$ cat src/rtl/rom_map_pkg.sv
package rom_map_pkg;
  localparam int CPU_AW = 24;
  localparam int ROM_AW = CPU_AW - 1;
  localparam int BANK_W = 8;

  typedef enum logic [1:0] {
    MAP_LO   = 2'd0,
    MAP_HI   = 2'd1,
    MAP_EXLO = 2'd2,
    MAP_OFF  = 2'd3
  } map_mode_e;
endpackage

$ cat src/rtl/rom_map_window.sv
module rom_map_window
  import rom_map_pkg::*;
#(
  parameter logic [15:0] VEC_LO = 16'hFFE0
) (
  input  logic [CPU_AW-1:0] addr,
  input  map_mode_e         mode,
  output logic              hit
);
  logic [BANK_W-1:0] bank;
  logic              wram_bank;
  logic              vec_fetch;
  logic              lo_hit, hi_hit, ex_hit;

  assign bank      = addr[CPU_AW-1 -: BANK_W];
  assign wram_bank = (bank == 8'h7E) || (bank == 8'h7F);
  assign vec_fetch = (bank == 8'h00) && (addr[15:0] >= VEC_LO);

  assign lo_hit = !addr[23] && addr[15];
  assign hi_hit = addr[23] || (addr[22] && !wram_bank) || vec_fetch;
  assign ex_hit = addr[15] && !wram_bank;

  always_comb begin
    unique case (mode)
      MAP_LO:   hit = lo_hit;
      MAP_HI:   hit = hi_hit;
      MAP_EXLO: hit = ex_hit;
      default:  hit = 1'b0;
    endcase
  end
endmodule

$ cat src/rtl/rom_map_permute.sv
module rom_map_permute
  import rom_map_pkg::*;
(
  input  logic [CPU_AW-1:0] addr,
  input  map_mode_e         mode,
  output logic [ROM_AW-1:0] raw
);
  logic [ROM_AW-1:0] lo_map, hi_map, ex_map;

  assign lo_map = {1'b0, addr[23], addr[21:16], addr[14:0]};
  assign hi_map = {addr[23], addr[21:0]};
  assign ex_map = {addr[23], addr[22:16], addr[14:0]};

  always_comb begin
    unique case (mode)
      MAP_LO:   raw = lo_map;
      MAP_HI:   raw = hi_map;
      MAP_EXLO: raw = ex_map;
      default:  raw = '0;
    endcase
  end
endmodule

$ cat src/rtl/rom_map_mirror.sv
module rom_map_mirror
  import rom_map_pkg::*;
#(
  parameter int ROM_LOG2 = 21
) (
  input  logic [ROM_AW-1:0] raw,
  output logic [ROM_AW-1:0] fitted
);
  for (genvar i = 0; i < ROM_AW; i++) begin : g_bit
    if (i < ROM_LOG2) begin : g_keep
      assign fitted[i] = raw[i];
    end else begin : g_drop
      assign fitted[i] = 1'b0;
    end
  end
endmodule

$ cat src/rtl/rom_addr_mapper.sv
module rom_addr_mapper
  import rom_map_pkg::*;
#(
  parameter int          ROM_LOG2 = 21,
  parameter logic [15:0] VEC_LO   = 16'hFFE0
) (
  input  logic              clk,
  input  logic              rst,
  input  logic [1:0]        map_mode,
  input  logic [CPU_AW-1:0] cpu_addr,
  input  logic              romsel_n,
  input  logic              rd_n,
  output logic [ROM_AW-1:0] rom_addr,
  output logic              rom_ce_n,
  output logic              rom_oe_n
);
  map_mode_e         mode;
  logic              hit;
  logic              ce_d, oe_d;
  logic [ROM_AW-1:0] raw, fitted;

  assign mode = map_mode_e'(map_mode);

  rom_map_window #(.VEC_LO(VEC_LO)) u_window (
    .addr (cpu_addr),
    .mode (mode),
    .hit  (hit)
  );

  rom_map_permute u_permute (
    .addr (cpu_addr),
    .mode (mode),
    .raw  (raw)
  );

  rom_map_mirror #(.ROM_LOG2(ROM_LOG2)) u_mirror (
    .raw    (raw),
    .fitted (fitted)
  );

  assign ce_d = hit && !romsel_n;
  assign oe_d = ce_d && !rd_n;

  always_ff @(posedge clk) begin
    if (rst) begin
      rom_addr <= '0;
      rom_ce_n <= 1'b1;
      rom_oe_n <= 1'b1;
    end else begin
      rom_addr <= fitted;
      rom_ce_n <= !ce_d;
      rom_oe_n <= !oe_d;
    end
  end
endmodule

$ cat config.mk
export PLATFORM = sky130hd
export DESIGN_NAME = rom_addr_mapper
export DESIGN_NICKNAME = d
export VERILOG_FILES = /design/src/rtl/rom_map_pkg.sv /design/src/rtl/rom_map_window.sv /design/src/rtl/rom_map_permute.sv /design/src/rtl/rom_map_mirror.sv /design/src/rtl/rom_addr_mapper.sv
export SDC_FILE = /design/constraint.sdc
export NUM_CORES = 1
export LEC_CHECK = 0
export ABC_CLOCK_PERIOD_IN_PS = 1100
export BUFFER_PORTS_ARGS = -buffer_cell sky130_fd_sc_hd__buf_2
export CAP_MARGIN = 10
export CORE_MARGIN = 2
export CORE_UTILIZATION = 40
export DETAILED_ROUTE_END_ITERATION = 12
export GPL_TIMING_DRIVEN = 0
export PLACE_DENSITY = 0.77
export SYNTH_ARGS = -nofsm -noshare
export SYNTH_HDL_FRONTEND = slang
export SYNTH_SLANG_ARGS = --single-unit
$ cat constraint.sdc
create_clock -name clk -period 1.1 [get_ports clk]
set_input_delay 0.165 -clock clk [delete_from_list [all_inputs] [get_ports clk]]
set_output_delay 0.165 -clock clk [all_outputs]
set_load 0.02 [all_outputs]
==> results.md, run 1 <==
Status:
- The run finished with clean final reports.

Clocking:
- The tree built by TritonCTS fans out to 23 sinks.
- The hold buffer count at CTS is 0.
- CTS placed an instance of sky130_fd_sc_hd__clkbuf_4 at the clock tree root.
- The setup fix buffers added after clock tree synthesis is 0.
- The maximum root-to-sink buffer count is 2.
- In this run, CTS created clock tree buffers numbering 3.
- The maximum level of the CTS H-tree is 1.
- TritonCTS built the clock tree.
- Gates resized during post-CTS repair numbered 0.
- The register clock-pin slew on the reported worst setup and hold paths is 0.11 ns.

Detailed routing:
- The count of unresolved DRC violations after routing is 0.
- The final layout contains routed wiring with a total length of 1835 um.
- In the final routed layout, each cell accounts on average for ~11 um.
- The detail route stage leaves a number of antenna-violating nets equal to 0.
- Detailed routing inserted a total of 755 vias.
- The first TritonRoute pass finished after 4 iterations.
- The number of DRC violations after detailed-routing iteration 0 is 10.
- In the routed layout, each cell is associated on average with a via count of 4.576.

STA:
- The worst path uses 86.53% of the clock period.
- The minimum clock period after layout is between 0.9 and 1 ns.
- The setup slack of the critical path after layout is between 0.1 and 0.15 ns.
- The total setup violations reported at the end of the flow is 0.
- Setup repair after global routing left no endpoint under its margin.
- The hold violation count in the final report came to 0.
- The max-slew violation count is 0.
- The peak clock frequency supported by timing is 1051 MHz.

Synth:
- The synthesized netlist cell count is 83.
- The most used flip-flop cell after synthesis is sky130_fd_sc_hd__dfxtp_1.
- The share of flip-flops with an asynchronous set or reset after synthesis is 0%.
- The fraction of the yosys area taken by sequential cells is 54.44%.
- The most common cell in the synthesized netlist is sky130_fd_sc_hd__dfxtp_1.
- The largest total area in the synthesized netlist belongs to sky130_fd_sc_hd__dfxtp_1.
- The share of the synthesized area in the top cell type is 54.44%.
- In this run, synthesis inferred 0 flip-flops with an integrated enable.
- The count of state elements after synthesis is 23.
- By area the synthesized netlist is led by sky130_fd_sc_hd__dfxtp_1, sky130_fd_sc_hd__and2_1, sky130_fd_sc_hd__nor2b_1.
- A synthesized cell averages 10.19 um^2.
- The synthesized cell area is 845.8 um^2.
- Counting instances in the post-synthesis netlist gives the leading cell types as sky130_fd_sc_hd__dfxtp_1, sky130_fd_sc_hd__and2_1, sky130_fd_sc_hd__nor2_1.
- After synthesis, the netlist uses 23 different library cells.
- During synthesis, Yosys emitted a total of 0 warnings.

Place:
- The cell area reported after detailed placement is approximately 1100 um^2.
- Timing analysis after detailed placement gives a worst setup slack of -0.1265 ns.
- The final weighted congestion in routability-driven placement is 0.8139.
- The HPWL after detailed placement is 1483 um.
- The count of buffers from port buffering is 50.

Setup path:
- Broken down by cell family, the worst path's largest delay share belongs to flip-flops.
- The maximum cell stage delay along the critical path is about 0.33 ns.
- The data required time of the critical path is approximately 0.94 ns.
- The data arrival time of the critical path is 0.79 ns.
- On the critical path, the stage with the largest delay is an instance of sky130_fd_sc_hd__dfxtp_1.
- The worst setup path is launched from a flop.
- Of all nets on the critical path, the largest fanout is 1.
- Walking the worst path, the cells encountered are buf_2.
- The critical path is of the reg -> out type.
- The total buffers and inverters traversed by the critical path is 1.
- The endpoint class of the critical path is an output port.

Finish:
- The number of antenna diodes in the final layout is 0.
- With fillers left out, the area of the finished cells amounts to 1160 um^2.
- Of the cells placed in the final design, the portion with a size suffix greater than 1 is 45.65%.
- The total of fill cells in the finished design is around 200.
- The number of nets at the end of the flow is approximately 170.
- From synthesis to final layout, the design area changed by 37.13%.

Run:
- Max-cap violations in this run came to 0.

Global route:
- The overall track demand over capacity in global routing is 16.17%.
- The pin count of the biggest net entering global routing is 13.
- The initial antenna violation count is 0.
- The residual overflow from global routing is 0.
- The number of global-route vias before repair is 697.
- The global-route wire length before repair is 3063 um.

Die:
- The initial cell density of the core is 42.68%.
- The die outline area is 2499 um^2.
- The overall die height is approximately 50 um.
- The total core area is 1982 um^2.
- The number of top-level design ports is 55.
- The count of standard-cell rows is 16.
- From left edge to right edge, the die measures roughly 50 um.

Power and ir drop:
- The worst voltage drop across the vdd grid is slightly below 600 uV.
- For this design the ratio of total power to cell area is 1315 nW/um^2.
- Summed over all cells, the static leakage comes to 0.5826 nW.
- The design draws 1.525 mW.

Min path:
- The path class of the tightest hold or removal check is in -> reg.
report_power, final:
group	total, mW	switching (mW)	internal (mW)	leakage, nW
combinational	0.272	0.156	0.116	0.377
clock	0.369	0.227	0.141	0.0150
sequential	0.885	0.00840	0.876	0.190
cell type report:
type,instances,area (um^2),area share (%)
Sequential cell,23,460.4,39.70
Inverter,2,7.507,0.6473
Buffer,5,32.53,2.805
Timing Repair Buffer,50,250.2,21.58
Clock buffer,4,26.28,2.265
Multi-Input combinational cell,54,349.1,30.10
Tap cell,27,33.78,2.913
layer usage:
layer | GRT usage, % | wire length (um)
met1 | 19.51 | 785
met4 | 8.333 | 0
met2 | 26.75 | 888
met5 | 0 | 0
met3 | 3.333 | 161
stage by stage:
stage | hold slack (ns) | setup TNS, ns | std cells | util (%)
finish | 0.05454 | 0 | 165 | 58.52
global route | 0.03803 | 0 | 165 | 58.52
CTS | 0.04606 | 0 | 165 | 58.52
detailed placement | 0.3673 | -0.2423 | 161 | 57.20
global placement | 0.3682 | -0.2478 | 161 | 57.20
floorplan | 0.2731 | 0 | 84 | -
flip-flops by register name, summed over array words and instances, names as in the netlist:
register and cells:
rom_addr 21, rom_ce_n 1, rom_oe_n 1
worst paths after layout:
check / startpoint / cells after the start / end
max: rom_addr[20]$_SDFF_PP0_ / 1 / rom_addr[20]
min: cpu_addr[2] / 2 / rom_addr[2]$_SDFF_PP0_
cell families after synthesis:
| group | Yosys count | share of synthesized area (%) |
|---|---|---|
| buffers and inverters | 7 | 4.734 |
| muxes | 1 | 1.183 |
| and+or+nand+nor | 41 | 30.33 |
| AOI/OAI and AO/OA | 10 | 8.876 |
| other | 1 | 0.4434 |
| DFF | 23 | 54.44 |
placed cells by master (no fill, tap or decap):
cell type,instances
sky130_fd_sc_hd__and3_1,1
sky130_fd_sc_hd__mux2i_1,1
sky130_fd_sc_hd__and2b_1,1
sky130_fd_sc_hd__inv_1,2
sky130_fd_sc_hd__nor3_2,1
sky130_fd_sc_hd__clkbuf_1,1
sky130_fd_sc_hd__o21ai_1,2
sky130_fd_sc_hd__nand4b_1,2
sky130_fd_sc_hd__clkbuf_4,3
sky130_fd_sc_hd__a21oi_2,1
sky130_fd_sc_hd__nor4_1,2
sky130_fd_sc_hd__nor3_1,1
sky130_fd_sc_hd__buf_4,3
sky130_fd_sc_hd__o221ai_2,1
sky130_fd_sc_hd__a21oi_1,5
sky130_fd_sc_hd__nand3_1,2
sky130_fd_sc_hd__nand4b_2,1
sky130_fd_sc_hd__dfxtp_1,23
sky130_fd_sc_hd__nand4bb_1,1
sky130_fd_sc_hd__o41ai_2,1
sky130_fd_sc_hd__nor2_1,8
sky130_fd_sc_hd__and2_1,15
sky130_fd_sc_hd__nor2b_1,6
sky130_fd_sc_hd__buf_2,52
sky130_fd_sc_hd__conb_1,2
No activity file was read; power rests on OpenSTA's default activity.
==> run 2: changes to the inputs <==
Settings changed: SETUP_SLACK_MARGIN set to 0.3.
==> run 2 against run 1 <==
Clock power is 2% higher. Flip-flop and latch count stayed put. Wire length is 18% higher. Cell area is 19% higher. Combinational power is 26% higher. Hold slack worse by 0.0047 ns. Global-route usage is 1.0 points higher. Setup slack better by 0.012 ns. Die area stayed put.
==> results.md, run 2 (synthesized netlist as in run 1, its figures left out) <==
Die:
- The initial cell density of the core is 42.68% (unchanged).
- The number of top-level design ports was 55 (unchanged).
- The total core area was 1982 um^2 (unchanged).
- The overall die height is 49.99 um (unchanged).
- The die outline area is 2499 um^2 (unchanged).
- The count of standard-cell rows came to 16 (unchanged).
- The die width is 49.99 um (unchanged).

Min path:
- The kind of path behind the tightest hold check is in -> reg.

Global route:
- The number of global-route vias before repair came to 717 (+2.9%).
- The pin count of the biggest net entering global routing is 14 (+1).
- The residual overflow from global routing was 0 (unchanged).
- The initial antenna violation count came to 0 (unchanged).
- The overall track demand over capacity in global routing is 17.20% (+1.0 points).
- The global-route wire length before repair is 3167 um (+3.4%).

Clocking:
- The CTS tree is done.
- The number of sinks on the clock net was 23 (unchanged).
- The cell chosen for the clock root is sky130_fd_sc_hd__clkbuf_4.
- The hold buffer count at CTS came to 0 (unchanged).
- The TritonCTS buffer count is 3 (unchanged).
- The register clock-pin slew on the reported worst setup and hold paths was 0.12 ns (about the same).
- The maximum root-to-sink buffer count is 2 (unchanged).
- The maximum level of the CTS H-tree was 1 (unchanged).

Detailed routing:
- The final routed wire length divided by cell count is 13.06 um (+17%).
- The count of unresolved DRC violations after routing is 0 (unchanged).
- The via-per-instance ratio came to 4.657 (+1.8%).
- The post-route antenna net violation count came to 0 (unchanged).
- The total vias in the final route came to 773 (+2.4%).
- The number of DRC violations after detailed-routing iteration 0 was 15 (+5).
- The overall routed net length is 2168 um (+18%).
- The number of detailed-route iterations in the first pass is 4 (unchanged).

STA:
- Setup repair after global routing could not meet its margin everywhere.
- The minimum clock period after layout is 0.9399 ns (-0.01198 ns).
- The max-slew violation count is 0 (unchanged).
- The total setup violations reported at the end of the flow is 0 (unchanged).
- The peak clock frequency supported by timing came to 1064 MHz (+1.3%).
- The setup slack of the critical path after layout was 0.1601 ns (+0.01198 ns).
- The setup TNS after final layout came to 0 ns (unchanged).
- The share of the clock period used by the worst path after layout is 85.45% (-1.1 points).
- The hold violation count in the final report is 0 (unchanged).

Power and ir drop:
- The leakage power figure is 0.6376 nW (+9.4%).
- The proportion of power drawn by combinational gates is 21.1% (+3.3 points).
- The net load switching power was 0.4239 mW (+8.2%).
- The power per cell area is 1177 nW/um^2 (-10%).
- The worst voltage drop across the vdd grid is 629.1 uV (+8.9%).
- The clock network power share is 23.1% (-1.1 points).
- The sequential share of power is 55.7% (-2.3 points).
- The total power consumption of the routed design is 1.625 mW (+6.5%).
- The share of total power consumed by net switching was 26.09% (+0.40 points).
- The internal power consumption is 1.201 mW (+5.9%).

Place:
- The pre-CTS setup slack is -0.03342 ns (+0.09306 ns).
- The final weighted congestion in routability-driven placement is 0.8142 (about the same).
- The HPWL after detailed placement is 1487 um (+0.33%).
- The count of buffers from port buffering is 50 (unchanged).

Finish:
- The fraction of final layout cells sized beyond drive strength 1 came to 64.75% (+19 points).
- The diode insertion count for antenna repair is 0 (unchanged).
- The synthesis-to-layout area growth is 63.17%.
- The most common library cell in the layout ignoring fill and taps is sky130_fd_sc_hd__buf_2.
- The number of nets at the end of the flow is 170 (+0.59%).
- Leaving out fill and tap cells, the most frequent cells in the layout are sky130_fd_sc_hd__buf_2, sky130_fd_sc_hd__buf_6, sky130_fd_sc_hd__dfxtp_2.
- The post-layout utilization of the core is 69.63% (+11 points).
- In the final layout, the registers with the most flip-flops are rom_addr x21, rom_ce_n x1, rom_oe_n x1.
- The flip-flop count of the largest register, all copies and words added is 21 (unchanged).
- The register with the most flip-flops in the final layout is rom_addr.

Setup path:
- The data arrival time of the critical path is 0.77 ns (-0.02 ns).
- The worst-path cell with the longest stage delay is sky130_fd_sc_hd__dfxtp_2.
- The kind of cell with the highest combined delay on the critical path is flip-flops.
- Walking the worst path, the cells encountered are buf_6.
- The data required time of the critical path is 0.94 ns (about the same).
- The largest fanout of any net on the critical path is 1 (unchanged).
- The start-to-end type of the worst setup path is reg -> out.
- The launching element type of the critical path is a flop.
- The maximum cell stage delay along the critical path is 0.34 ns (about the same).
- The endpoint class of the critical path is an output port.
- The total buffers and inverters traversed by the critical path came to 1 (unchanged).

Status:
- The run finished with clean final reports.

Run:
- The count of max-cap constraint violations is 0 (unchanged).
[run 2: cell count changes in the layout (fill, tap and decap cells not counted), sizes merged]
cell    delta
clkbuf     -1
clkinv     +1
buf        +1
[run 2: through the flow]
step	instance area (um^2)	hold WS, ns	instances
3_3_place_gp	1154	0.3668	161
2_1_floorplan	869.6	0.2731	84
6_report	1380	0.04987	166
5_1_grt	1380	0.03461	166
3_5_place_dp	1154	0.3673	161
4_1_cts	1353	0.04024	165
[run 2: area by class of cell]
class / count / area [um^2]
Fill cell: 149 / 601.8
Inverter: 2 / 7.507
Buffer: 5 / 47.55
Sequential cell: 23 / 489.2
Multi-Input combinational cell: 54 / 360.3
Clock inverter: 1 / 5.005
Tap cell: 27 / 33.78
Clock buffer: 3 / 22.52
Timing Repair Buffer: 51 / 414.1
[run 2: path summary, 6_finish.rpt]
check | to | depth (start not counted) | from | slack, ns
worst max-delay path | rom_addr[8] | 1 | rom_addr[8]$_SDFF_PP0_ | 0.16
worst min-delay path | rom_addr[4]$_SDFF_PP0_ | 2 | cpu_addr[4] | 0.05
[run 2: what timing repair did]
| item | CTS | global route |
|---|---|---|
| endpoints found under the setup margin | 23 | 25 |
| setup buffers | 0 | 1 |
| pin swaps | 0 | 2 |
| hold endpoints to repair | 0 | 0 |
| resized for setup | 68 | 6 |
[run 2: power by group through the flow]
stage	registers [mW]	logic [mW]	clock network (mW)
4_1_cts	0.904	0.331	0.388
3_5_place_dp	0.905	0.280	0
3_3_place_gp	0.903	0.275	0
6_report	0.905	0.344	0.376
2_1_floorplan	0.964	0.101	0
5_1_grt	0.910	0.365	0.429
[run 2: per-layer routing]
layer / vias to the layer above / share of wire (%) / global-route usage (%)
met3: 4 / 6.4 / 2.727
li1: 385 / - / -
met1: 336 / 40 / 17.86
met2: 48 / 52 / 32.02
met4: 0 / 1.5 / 9.722
met5: - / 0 / 0
==> run 3: changes to the inputs <==
Settings changed: CELL_PAD_IN_SITES_DETAIL_PLACEMENT set to 1, CELL_PAD_IN_SITES_GLOBAL_PLACEMENT set to 2, CORE_UTILIZATION 40 to 22, PLACE_DENSITY 0.77 to not set, PLACE_DENSITY_LB_ADDON set to 0.1.
==> run 3 against run 2 <==
Utilization down 31 points. Critical path depth increased by 4. Non-clock buffer count did not move. Maximum frequency is 2.5% higher. Setup slack improved by 0.023 ns. Count of clock-buffer cells in the layout did not move. Hold slack gained 0.054 ns. First-iteration DRC count decreased by 6.7%. Power increased by 7.9%. Critical path type is now in -> reg.
==> results.md, run 3 (synthesized netlist as in run 1, its figures left out) <==
Place:
- The final weighted congestion in routability-driven placement is 0.6536 (-20%).
- The count of buffers from port buffering is 50 (unchanged).
- The cell area reported after detailed placement is 1180 um^2 (+2.3%).
- The HPWL after detailed placement is 1718 um (+16%).

Clocking:
- The register clock-pin slew on the reported worst setup and hold paths was 0.08 ns (-0.04 ns).
- The maximum level of the CTS H-tree is 1 (unchanged).
- The maximum root-to-sink buffer count came to 2 (unchanged).
- The number of sinks on the clock net came to 23 (unchanged).
- The TritonCTS buffer count is 3 (unchanged).
- The hold buffer count at CTS was 0 (unchanged).
- The CTS tree is done.
- The cell chosen for the clock root is sky130_fd_sc_hd__clkbuf_8.

Global route:
- The pin count of the biggest net entering global routing is 14 (unchanged).
- The residual overflow from global routing came to 0 (unchanged).
- The global-route wire length before repair is 3374 um (+6.5%).
- The overall track demand over capacity in global routing was 10.31% (-6.9 points).
- The initial antenna violation count came to 0 (unchanged).
- The number of global-route vias before repair was 749 (+4.5%).

Die:
- The count of standard-cell rows is 22 (+6).
- The die width was 66.01 um (+32%).
- The initial cell density of the core is 22.93% (-20 points).
- The die outline area is 4357 um^2 (+74%).
- The number of top-level design ports is 55 (unchanged).
- The overall die height is 66.01 um (+32%).
- The total core area came to 3689 um^2 (+86%).

STA:
- The peak clock frequency supported by timing was 1090 MHz (+2.5%).
- The hold violation count in the final report was 0 (unchanged).
- The max-slew violation count is 0 (unchanged).
- The minimum hold slack is 0.1043 ns (+0.05440 ns).
- The minimum clock period after layout came to 0.9173 ns (-0.02258 ns).
- Setup repair after global routing could not meet its margin everywhere.
- The total setup violations reported at the end of the flow is 0 (unchanged).
- The share of the clock period used by the worst path after layout is 83.39% (-2.1 points).

Finish:
- The post-layout utilization of the core is 38.74% (-31 points).
- The register with the most flip-flops in the final layout is rom_addr.
- The flip-flop count of the largest register, all copies and words added is 21 (unchanged).
- The diode insertion count for antenna repair is 0 (unchanged).
- The top cell types in the final layout, fill and taps aside, are sky130_fd_sc_hd__buf_2, sky130_fd_sc_hd__buf_6, sky130_fd_sc_hd__dfxtp_2.
- The most common library cell in the layout ignoring fill and taps is sky130_fd_sc_hd__buf_2.
- In the final layout, the registers with the most flip-flops are rom_addr x21, rom_ce_n x1, rom_oe_n x1.
- The fraction of final layout cells sized beyond drive strength 1 was 64.75% (unchanged).
- The design area is 1429 um^2 (+3.5%).
- The number of nets at the end of the flow is 170 (unchanged).
- The synthesis-to-layout area growth is 68.93%.

Detailed routing:
- The number of DRC violations after detailed-routing iteration 0 is 14 (-1).
- The overall routed net length is 2092 um (-3.5%).
- The post-route antenna net violation count came to 0 (unchanged).
- The via-per-instance ratio came to 4.091 (-12%).
- The count of unresolved DRC violations after routing is 0 (unchanged).
- The total vias in the final route is 765 (-1.0%).
- The final routed wire length divided by cell count came to 11.19 um (-14%).
- The number of detailed-route iterations in the first pass is 2 (-2).

Setup path:
- The worst setup path is captured at a flop.
- The data arrival time of the critical path is 1.06 ns (+0.29 ns).
- The largest fanout of any net on the critical path came to 2 (+1).
- The data required time of the critical path is 1.24 ns (+0.30 ns).
- The start-to-end type of the worst setup path is in -> reg.
- The launching element type of the critical path is a primary input.

Power and ir drop:
- The worst voltage drop across the vdd grid is 373.0 uV (-41%).
- The leakage power figure is 0.6468 nW (+1.4%).
- The power per cell area is 1227 nW/um^2 (+4.2%).

Status:
- The flow ran to the end, and the final reports show no timing, DRC or antenna violations.

Min path:
- For hold timing, the worst endpoint is rom_addr[3]$_SDFF_PP0_.
- The worst hold path belongs to the class in -> reg.
- The instance count along the most critical hold path is 2 (unchanged).
- The start point of the worst min-delay path is cpu_addr[3].

Run:
- The count of max-cap constraint violations came to 0 (unchanged).
-- run 3: cell type report --
| class | instances | area (um^2) |
|---|---|---|
| clock inverters | 1 | 5.005 |
| plain buffers | 5 | 47.55 |
| flip-flops and latches | 23 | 489.2 |
| multi-input cells | 54 | 360.3 |
| fillers | 431 | 2260 |
| repair buffers | 51 | 417.9 |
| clock buffers | 3 | 41.29 |
| inverters | 2 | 7.507 |
| well taps | 48 | 60.06 |
-- run 3: where the power goes --
part           switching [mW]  total, mW  internal, mW
clock                   0.257      0.509         0.252
sequential             0.0187      0.903         0.885
combinational           0.160      0.341         0.181
-- run 3: per-layer routing --
layer  vias to the layer above  GRT usage (%)  routed length (um)
met5                         -              0                   0
met4                         0          6.122                  27
met3                         2          2.215                 163
met2                        28          16.16                1027
met1                       350          12.93                 872
li1                        385              -                   -
-- run 3: worst max path at each step --
stage / start / endpoint / slack [ns]
2_1_floorplan: map_mode[0] / rom_ce_n$_SDFF_PP1_ / 0.20
3_3_place_gp: cpu_addr[21] / rom_ce_n$_SDFF_PP1_ / -0.20
3_5_place_dp: cpu_addr[21] / rom_ce_n$_SDFF_PP1_ / -0.18
4_1_cts: cpu_addr[21] / rom_ce_n$_SDFF_PP1_ / 0.18
5_1_grt: cpu_addr[21] / rom_oe_n$_SDFF_PP1_ / 0.13
6_report: cpu_addr[21] / rom_ce_n$_SDFF_PP1_ / 0.18
-- run 3: through the flow --
step	cells	worst slack, ns	setup TNS [ns]	power [mW]
after global routing	187	0.1255	0	1.850
after floorplan	84	0.1982	0	1.065
final	187	0.1827	0	1.753
after global placement	182	-0.1996	-0.3984	1.189
after CTS	187	0.1842	0	1.780
after detailed placement	182	-0.1810	-0.3489	1.192
-- run 3: critical path: stages --
cell and delay (ns):
sky130_fd_sc_hd__buf_8 0.10, sky130_fd_sc_hd__nand4b_1 0.18, sky130_fd_sc_hd__nor4_2 0.32, sky130_fd_sc_hd__and3_1 0.23, sky130_fd_sc_hd__o21ai_1 0.07
-- run 3: timing repair --
action                     CTS  global route
setup buffers                1             0
pin swaps                    0             1
setup endpoints to repair   25            25
resized for setup           74             1
